**config.mk**
```make
export PLATFORM = sky130hd
export DESIGN_NAME = addi_flag_unit
export DESIGN_NICKNAME = d
export VERILOG_FILES = /design/src/rtl/addi_pkg.sv /design/src/rtl/addi_adder.sv /design/src/rtl/addi_regfile.sv /design/src/rtl/addi_status.sv /design/src/rtl/addi_flag_unit.sv
export SDC_FILE = /design/constraint.sdc
export NUM_CORES = 1
export LEC_CHECK = 0
export ABC_AREA = 1
export BUFFER_PORTS_ARGS = -buffer_cell sky130_fd_sc_hd__buf_2
export CAP_MARGIN = 20
export CORE_UTILIZATION = 62
export DETAILED_ROUTE_END_ITERATION = 6
export GPL_ROUTABILITY_DRIVEN = 0
export PLACE_DENSITY = 0.81
export SLEW_MARGIN = 20
export SYNTH_ARGS = -nofsm -noshare
export SYNTH_HDL_FRONTEND = slang
export SYNTH_SLANG_ARGS = --single-unit
export TNS_END_PERCENT = 20
```
**constraint.sdc**
```tcl
create_clock -name clk -period 3.8 [get_ports clk]
set_clock_uncertainty 0.05 [all_clocks]
set_input_delay 0.76 -clock clk [delete_from_list [all_inputs] [get_ports clk]]
set_output_delay 0.76 -clock clk [all_outputs]
set_load 0.02 [all_outputs]
```
**src/rtl/addi_pkg.sv**
```systemverilog
package addi_pkg;
  localparam int STAT_W = 32;
  localparam int IMM_W  = 7;

  localparam int BIT_Z  = 0;
  localparam int BIT_N  = 1;
  localparam int BIT_C  = 2;
  localparam int BIT_CM = 3;
  localparam int BIT_V  = 4;
  localparam int BIT_VM = 5;
  localparam int BIT_VS = 6;

  localparam int FLAG_N = 7;
  localparam logic [STAT_W-1:0] STAT_MASK = STAT_W'((1 << FLAG_N) - 1);

  // Field order matches the status bit positions, bit 0 last.
  typedef struct packed {
    logic vs;
    logic vm;
    logic v;
    logic cm;
    logic c;
    logic n;
    logic z;
  } stat_t;

  typedef struct packed {
    logic z;
    logic n;
    logic c;
    logic v;
  } res_flags_t;
endpackage

```
**src/rtl/addi_adder.sv**
```systemverilog
module addi_adder
  import addi_pkg::*;
#(
  parameter int DATA_W = 32
) (
  input  logic [DATA_W-1:0] opnd,
  input  logic [IMM_W-1:0]  imm,
  output logic [DATA_W-1:0] sum,
  output res_flags_t        flags
);
  localparam int EXT_W = DATA_W - IMM_W;

  logic [DATA_W-1:0] imm_ext;
  logic [DATA_W:0]   wide;

  assign imm_ext = {{EXT_W{imm[IMM_W-1]}}, imm};
  assign wide    = {1'b0, opnd} + {1'b0, imm_ext};
  assign sum     = wide[DATA_W-1:0];

  always_comb begin
    flags.z = (sum == '0);
    flags.n = sum[DATA_W-1];
    flags.c = wide[DATA_W];
    flags.v = (opnd[DATA_W-1] == imm_ext[DATA_W-1]) &&
              (sum[DATA_W-1] != opnd[DATA_W-1]);
  end
endmodule

```
**src/rtl/addi_regfile.sv**
```systemverilog
module addi_regfile #(
  parameter int DATA_W = 32,
  parameter int NREGS  = 8,
  localparam int REG_AW = $clog2(NREGS)
) (
  input  logic              clk,
  input  logic              rst_n,
  input  logic              we,
  input  logic [REG_AW-1:0] waddr,
  input  logic [DATA_W-1:0] wdata,
  input  logic [REG_AW-1:0] raddr_a,
  output logic [DATA_W-1:0] rdata_a,
  input  logic [REG_AW-1:0] raddr_b,
  output logic [DATA_W-1:0] rdata_b
);
  logic [NREGS-1:0][DATA_W-1:0] bank;

  for (genvar g = 0; g < NREGS; g++) begin : g_reg
    logic [DATA_W-1:0] q;
    always_ff @(posedge clk or negedge rst_n) begin
      if (!rst_n) begin
        q <= '0;
      end else if (we && (waddr == REG_AW'(g))) begin
        q <= wdata;
      end
    end
    assign bank[g] = q;
  end

  assign rdata_a = bank[raddr_a];
  assign rdata_b = bank[raddr_b];
endmodule

```
**src/rtl/addi_status.sv**
```systemverilog
module addi_status
  import addi_pkg::*;
(
  input  logic              clk,
  input  logic              rst_n,
  input  logic              upd_en,
  input  res_flags_t        res,
  input  logic              wr_en,
  input  logic [STAT_W-1:0] wr_data,
  output logic [STAT_W-1:0] stat_word
);
  stat_t st_q;

  always_ff @(posedge clk or negedge rst_n) begin
    if (!rst_n) begin
      st_q <= '0;
    end else if (wr_en) begin
      st_q <= stat_t'(wr_data[FLAG_N-1:0]);
    end else if (upd_en) begin
      st_q.z  <= res.z;
      st_q.n  <= res.n;
      st_q.c  <= res.c;
      st_q.cm <= res.c;
      st_q.v  <= res.v;
      st_q.vm <= res.v;
      st_q.vs <= st_q.vs | res.v;
    end
  end

  assign stat_word = {{(STAT_W-FLAG_N){1'b0}}, st_q};
endmodule

```
**src/rtl/addi_flag_unit.sv**
```systemverilog
module addi_flag_unit
  import addi_pkg::*;
#(
  parameter int DATA_W = 32,
  parameter int NREGS  = 8,
  localparam int REG_AW = $clog2(NREGS)
) (
  input  logic              clk,
  input  logic              rst_n,
  input  logic              op_valid,
  output logic              op_ready,
  input  logic [REG_AW-1:0] op_reg,
  input  logic [IMM_W-1:0]  op_imm,
  input  logic              st_wr_en,
  input  logic [STAT_W-1:0] st_wr_data,
  output logic [STAT_W-1:0] st_rd_data,
  input  logic [REG_AW-1:0] rd_sel,
  output logic [DATA_W-1:0] rd_data
);
  logic              fire;
  logic [DATA_W-1:0] opnd;
  logic [DATA_W-1:0] sum;
  res_flags_t        res;

  assign op_ready = 1'b1;
  assign fire     = op_valid && op_ready;

  addi_regfile #(.DATA_W(DATA_W), .NREGS(NREGS)) u_rf (
    .clk     (clk),
    .rst_n   (rst_n),
    .we      (fire),
    .waddr   (op_reg),
    .wdata   (sum),
    .raddr_a (op_reg),
    .rdata_a (opnd),
    .raddr_b (rd_sel),
    .rdata_b (rd_data)
  );

  addi_adder #(.DATA_W(DATA_W)) u_add (
    .opnd  (opnd),
    .imm   (op_imm),
    .sum   (sum),
    .flags (res)
  );

  addi_status u_st (
    .clk       (clk),
    .rst_n     (rst_n),
    .upd_en    (fire),
    .res       (res),
    .wr_en     (st_wr_en),
    .wr_data   (st_wr_data),
    .stat_word (st_rd_data)
  );
endmodule

```
======== After elaboration in Yosys (flattened, before gate mapping) ========
Cells that the tools add are included.
storage, ports and cells
  bits in registers ....................... 263
  logic and storage cells ................. 46
cells by class
  mux-type cells .......................... 6
  $add $sub $neg .......................... 1
  order comparisons ....................... 2
  bitwise logic cells ..................... 1
  eq/ne operators ......................... 9
  reduce and logical (&&, ||, !) cells .... 12
operators with widths
  kind                                                         count
  binary-select mux 32 bit (select 3 bit)                      2
  2-to-1 mux 32 bit                                            2
  adder 32 x 32 -> 33 bit                                      1
  logical NOT 32 bit                                           1
  2-to-1 mux 7 bit                                             2
  equality test 3 bit (second input constant)                  4
  logical AND 1 bit                                            9
  less-than comparator 3 x 4 -> 1 bit (second input constant)  2
  equality test 3 x 2 -> 1 bit (second input constant)         2
  equality test 3 x 1 -> 1 bit (second input constant)         1
  logical NOT 3 bit                                            1
  nonzero test 2 bit                                           1
  equality test 1 bit                                          1
  != test 1 bit                                                1
  OR 1 bit                                                     1

======== Logic depth before layout (Yosys ltp) ========
  depth in word-level cells ............... 8
  depth in mapped cells ................... 27
  depth with buffers taken out ............ 24

======== Modules after synthesis ========
Synthesis repeated with hierarchy kept, for this count alone.
unflattened totals
  cells, all modules ...................... 2966
  area, all modules ....................... 18169.9 µm²
by module, submodules not included
  module          area an instance (µm²)  cells each  sequential area each (µm²)  times used
  addi_regfile    14893.0                 2311        6406.1                      1
  addi_adder      2733.9                  584         0.0                         1
  addi_status     531.8                   69          175.2                       1
  addi_flag_unit  11.3                    2           0.0                         1

======== Least setup slack after synthesis ========
Ideal clock, no wire load.
  kind .................................... input to register
  start ................................... input op_reg[1]
  end ..................................... register u_st.st_q, in the netlist u_st.stat_word[0]
  path slack .............................. 151 ps
  arrival ................................. 3532 ps
  stages .................................. 18
  library setup time ...................... 66 ps
  path buffers ............................ 2
  cells stage by stage .................... inv_1 > nand2_1 > buf_2 > buf_1 > o22ai_1 > a221oi_1 > o21ai_0 > ha_1 > fa_1 > nand3_1 > nand3_1 > xnor2_1 > nand4_1 > nor2_1 > nand3_1 > nor2_1 > nand3_1 > nand2_1
between the ends
  longest elaborated chain between the ends .. 6
ends and longest elaborated chain
  what                                     RTL line              text
  from (decl)                              addi_flag_unit.sv:12  input logic [REG_AW-1:0] op_reg,
  binary-select mux 32 bit (select 3 bit)  addi_regfile.sv:30    assign rdata_a = bank[raddr_a];
  2-to-1 mux 32 bit (implied by the code)  addi_regfile.sv:30
  adder 32 x 32 -> 33 bit                  addi_adder.sv:17      assign wide = {1'b0, opnd} + {1'b0, imm_ext};
  logical NOT 32 bit                       addi_adder.sv:21      flags.z = (sum == '0);
  2-to-1 mux 7 bit                         addi_status.sv:19     end else if (upd_en) begin
  2-to-1 mux 7 bit                         addi_status.sv:17     end else if (wr_en) begin
  to (signal assigned)                     addi_status.sv:18     st_q <= stat_t'(wr_data[FLAG_N-1:0]);
  to (decl)                                addi_status.sv:12     stat_t st_q;
No other way between the ends. The select of a mux whose other input is x is not followed.
A chain may end at the register's enable or synchronous reset.

======== Worst setup path in the final report ========
  start ................................... input op_reg[1]
  end ..................................... register u_st.st_q, in the netlist u_st.stat_word[0]
between the ends
  longest elaborated chain between the ends .. 6
ends and longest elaborated chain
  what                                     RTL line              text
  binary-select mux 32 bit (select 3 bit)  addi_regfile.sv:30
  2-to-1 mux 32 bit (implied by the code)  addi_regfile.sv:30
  adder 32 x 32 -> 33 bit                  addi_adder.sv:17
  net sum[1]                               addi_flag_unit.sv:22  logic [DATA_W-1:0] sum;
  logical NOT 32 bit                       addi_adder.sv:21
  2-to-1 mux 7 bit                         addi_status.sv:19
  2-to-1 mux 7 bit                         addi_status.sv:17
The timed path passes the listed nets, and every way through them passes these cells. The select of a mux whose other input is x is not followed.

==> flow_summary.json <==
{
  "die_area_um2": 26600,
  "worst_ep_arrival_time_ns": 3.99,
  "yosysUniqueCellTypes": 39,
  "synth-edff-count": 0,
  "num-nets-final": 2487,
  "worst_slack_ns": 0.255,
  "ys_warn_count": 0,
  "grt_first_pass_wirelength_um": 81900,
  "min_path_type": "in2async",
  "ys.flop_type": "dfrtp_1",
  "final-hold-violation-count": 0,
  "start_util": 0.636,
  "critPathKind": "in2reg",
  "drv_slew": 0,
  "cts_buffer_depth": 3,
  "cts_root_buf": "clkbuf_16",
  "ant_nets": 0,
  "p_leak_nw": 9.18,
  "cts_buffers": 29,
  "io_buffer_count": 62,
  "max_freq_mhz": 282,
  "drc": 0,
  "grt_pass1_vias": 16000,
  "drive_gt1_frac": 0.145,
  "fin_crit_sh": 0.933,
  "coreArea_um2": 25300,
  "peakVddDrop_mv": 0.527,
  "hold-worst-slack_ns": 0.207,
  "fp.dieH_um": 163,
  "rsz0062_at_grt": "false",
  "clock_latency_ns": 0.57,
  "slew_headroom": 0.317,
  "synth_top_area_cell": "dfrtp_1",
  "worstSetupStartpoint": "op_reg[1]",
  "io-pin-count": 114,
  "endpoint_kind": "flip-flop",
  "synth_top_area_share": 0.409,
  "wl_per_cell_um": 18.6,
  "grt_max_degree": 108,
  "worstPathMaxFanout": 6,
  "ys_seq_area_frac": 0.409,
  "ys_top_cells_by_count": "644 x nand2_1, 379 x o21ai_0, 263 x dfrtp_1",
  "cts_tree": "built",
  "drt-initial-drc-count": 2258,
  "ctsHoldBuffers": 0,
  "antenna_found_initial": 0,
  "synth.most_common_cell": "nand2_1",
  "cts_sinks": 263,
  "dp.final_hpwl_um": 34400,
  "postSynthAreaPerCell_um2": 7.09,
  "ys_ff_latch": 263,
  "min_period_ns": 3.55,
  "clkSlewWorstSetupHoldPaths_ns": 0.06,
  "dp_slack_ns": -0.245,
  "powerDensity_nw_per_um2": 694,
  "required_ns": 4.24,
  "synthArstFlopShare": 1.00,
  "wirelength_um": 51300,
  "synthTopCellsByArea": "dfrtp_1 41%, nand2_1 15%, o21ai_0 12%, nor2_1 4.7%, inv_1 4.5%",
  "dr_total_vias": 17000,
  "rows": 58,
  "grt_use_total": 0.391,
  "timing.rr.start": "u_rf.g_reg[5].q[0]",
  "htree_num_levels": 1,
  "startpoint_type": "input port",
  "drv_cap": 0,
  "die_w_um": 163,
  "area_growth_syn_to_layout_pct": 16.0,
  "tightestPinTransition_ns": 1.02,
  "synthCells": 2273,
  "status": "completed",
  "first_pass_iters": 6,
  "setup-violations-final": 0,
  "synth_area_um2": 16100,
  "vias_per_cell": 6.15,
  "grt_remaining_overflow": 0
}
## layer usage
layer / vias up / track usage / part of all wire
li1: 7760 / - / -
met2: 1111 / 0.629 / 0.45
met5: - / 0 / 0
met4: 0 / 0.172 / 0.044
met3: 190 / 0.0602 / 0.11
met1: 7894 / 0.522 / 0.39
## stage by stage
step | util | cell area (um2) | TNS [ns] | instances | total power [mW]
floorplan | - | 16200 | 0 | 2297 | 7.97
global placement | 0.700 | 17700 | -0.179 | 2704 | 9.77
detailed placement | 0.700 | 17700 | -2.02 | 2704 | 10.0
CTS | 0.738 | 18700 | 0 | 2756 | 12.8
global route | 0.738 | 18700 | 0 | 2756 | 13.8
finish | 0.738 | 18700 | 0 | 2757 | 13.0
## timing repair
| item | 4_1_cts | 5_1_grt |
|---|---|---|
| resized for setup | 0 | 1 |
| buffers inserted | 0 | 0 |
| setup endpoints to repair | 0 | 1 |
## critical path: stages
cell and delay (ns):
buf_2 0.12, buf_4 0.14, nor2_4 0.19, inv_2 0.15, o22ai_1 0.15, a221oi_1 0.07
o21ai_0 0.21, ha_1 0.30, fa_2 0.48, inv_1 0.08, nand2_1 0.05, nor3_1 0.19
buf_4 0.15, nand4_1 0.11, nor2_1 0.21, nand3_1 0.17, nor2_1 0.18, nand3_1 0.17
nand2_1 0.09
## worst paths after layout
kind                            depth (start not counted)  slack (ns)                  end
worst max-delay path                                   19        0.25    u_st.stat_word[0]
worst min-delay path                                    1        0.21   u_rf.g_reg[0].q[6]
worst max register to register                         19        0.51    u_st.stat_word[0]
worst min register to register                          2        0.44  u_rf.g_reg[6].q[14]
max in group asynchronous                               2        2.65   u_rf.g_reg[3].q[3]
min in group clk                                        3        0.38    u_st.stat_word[1]
## cell families after synthesis
family / count (synthesis) / synth area share
AND/OR/NAND/NOR: 959 / 0.243
AO/OA/AOI/OAI: 639 / 0.224
buffers and inverters: 371 / 0.0935
flip-flops: 263 / 0.409
adder cells (fa/ha/maj): 33 / 0.0261
XOR/XNOR: 6 / 0.00466
other: 2 / 0.000466
## state kept, by name (all words and copies together), names as in the netlist
signal / count
u_st.stat_word: 7
u_rf.g.q: 256
## report_power, final
group	switching, mW	total (mW)	internal, mW
registers	0.831	4.80	3.97
logic	3.26	5.38	2.12
clock network	1.15	2.80	1.66
## final cells by class
cell class              instances  area, um2
inverters                     214        805
well taps                     330        413
fillers                      1958       6640
flip-flops and latches        263       6580
clock buffers                  44        882
multi-input cells            1663       8120
clock inverters                 8       71.3
repair buffers                234       1810
diodes                          1       2.50
## cell usage in the layout, fill, tap and decap left out, types with 18 or more instances in the layout
cell / Yosys / layout
a21oi_1: 67 / 67
o22ai_1: 30 / 30
ha_1: 32 / 32
o211ai_1: 25 / 25
dfrtp_1: 263 / 263
nand3_1: 40 / 40
nand2_2: 23 / 23
inv_1: 194 / 193
buf_2: 10 / 60
o21ai_0: 379 / 379
a31oi_1: 46 / 46
nand2_1: 644 / 644
o2111ai_1: 26 / 26
clkbuf_16: 0 / 29
buf_4: 27 / 157
a22oi_1: 29 / 29
nor2_1: 200 / 200
inv_2: 16 / 18
conb_1: 2 / 26
No activity file was read; power rests on OpenSTA's default activity.
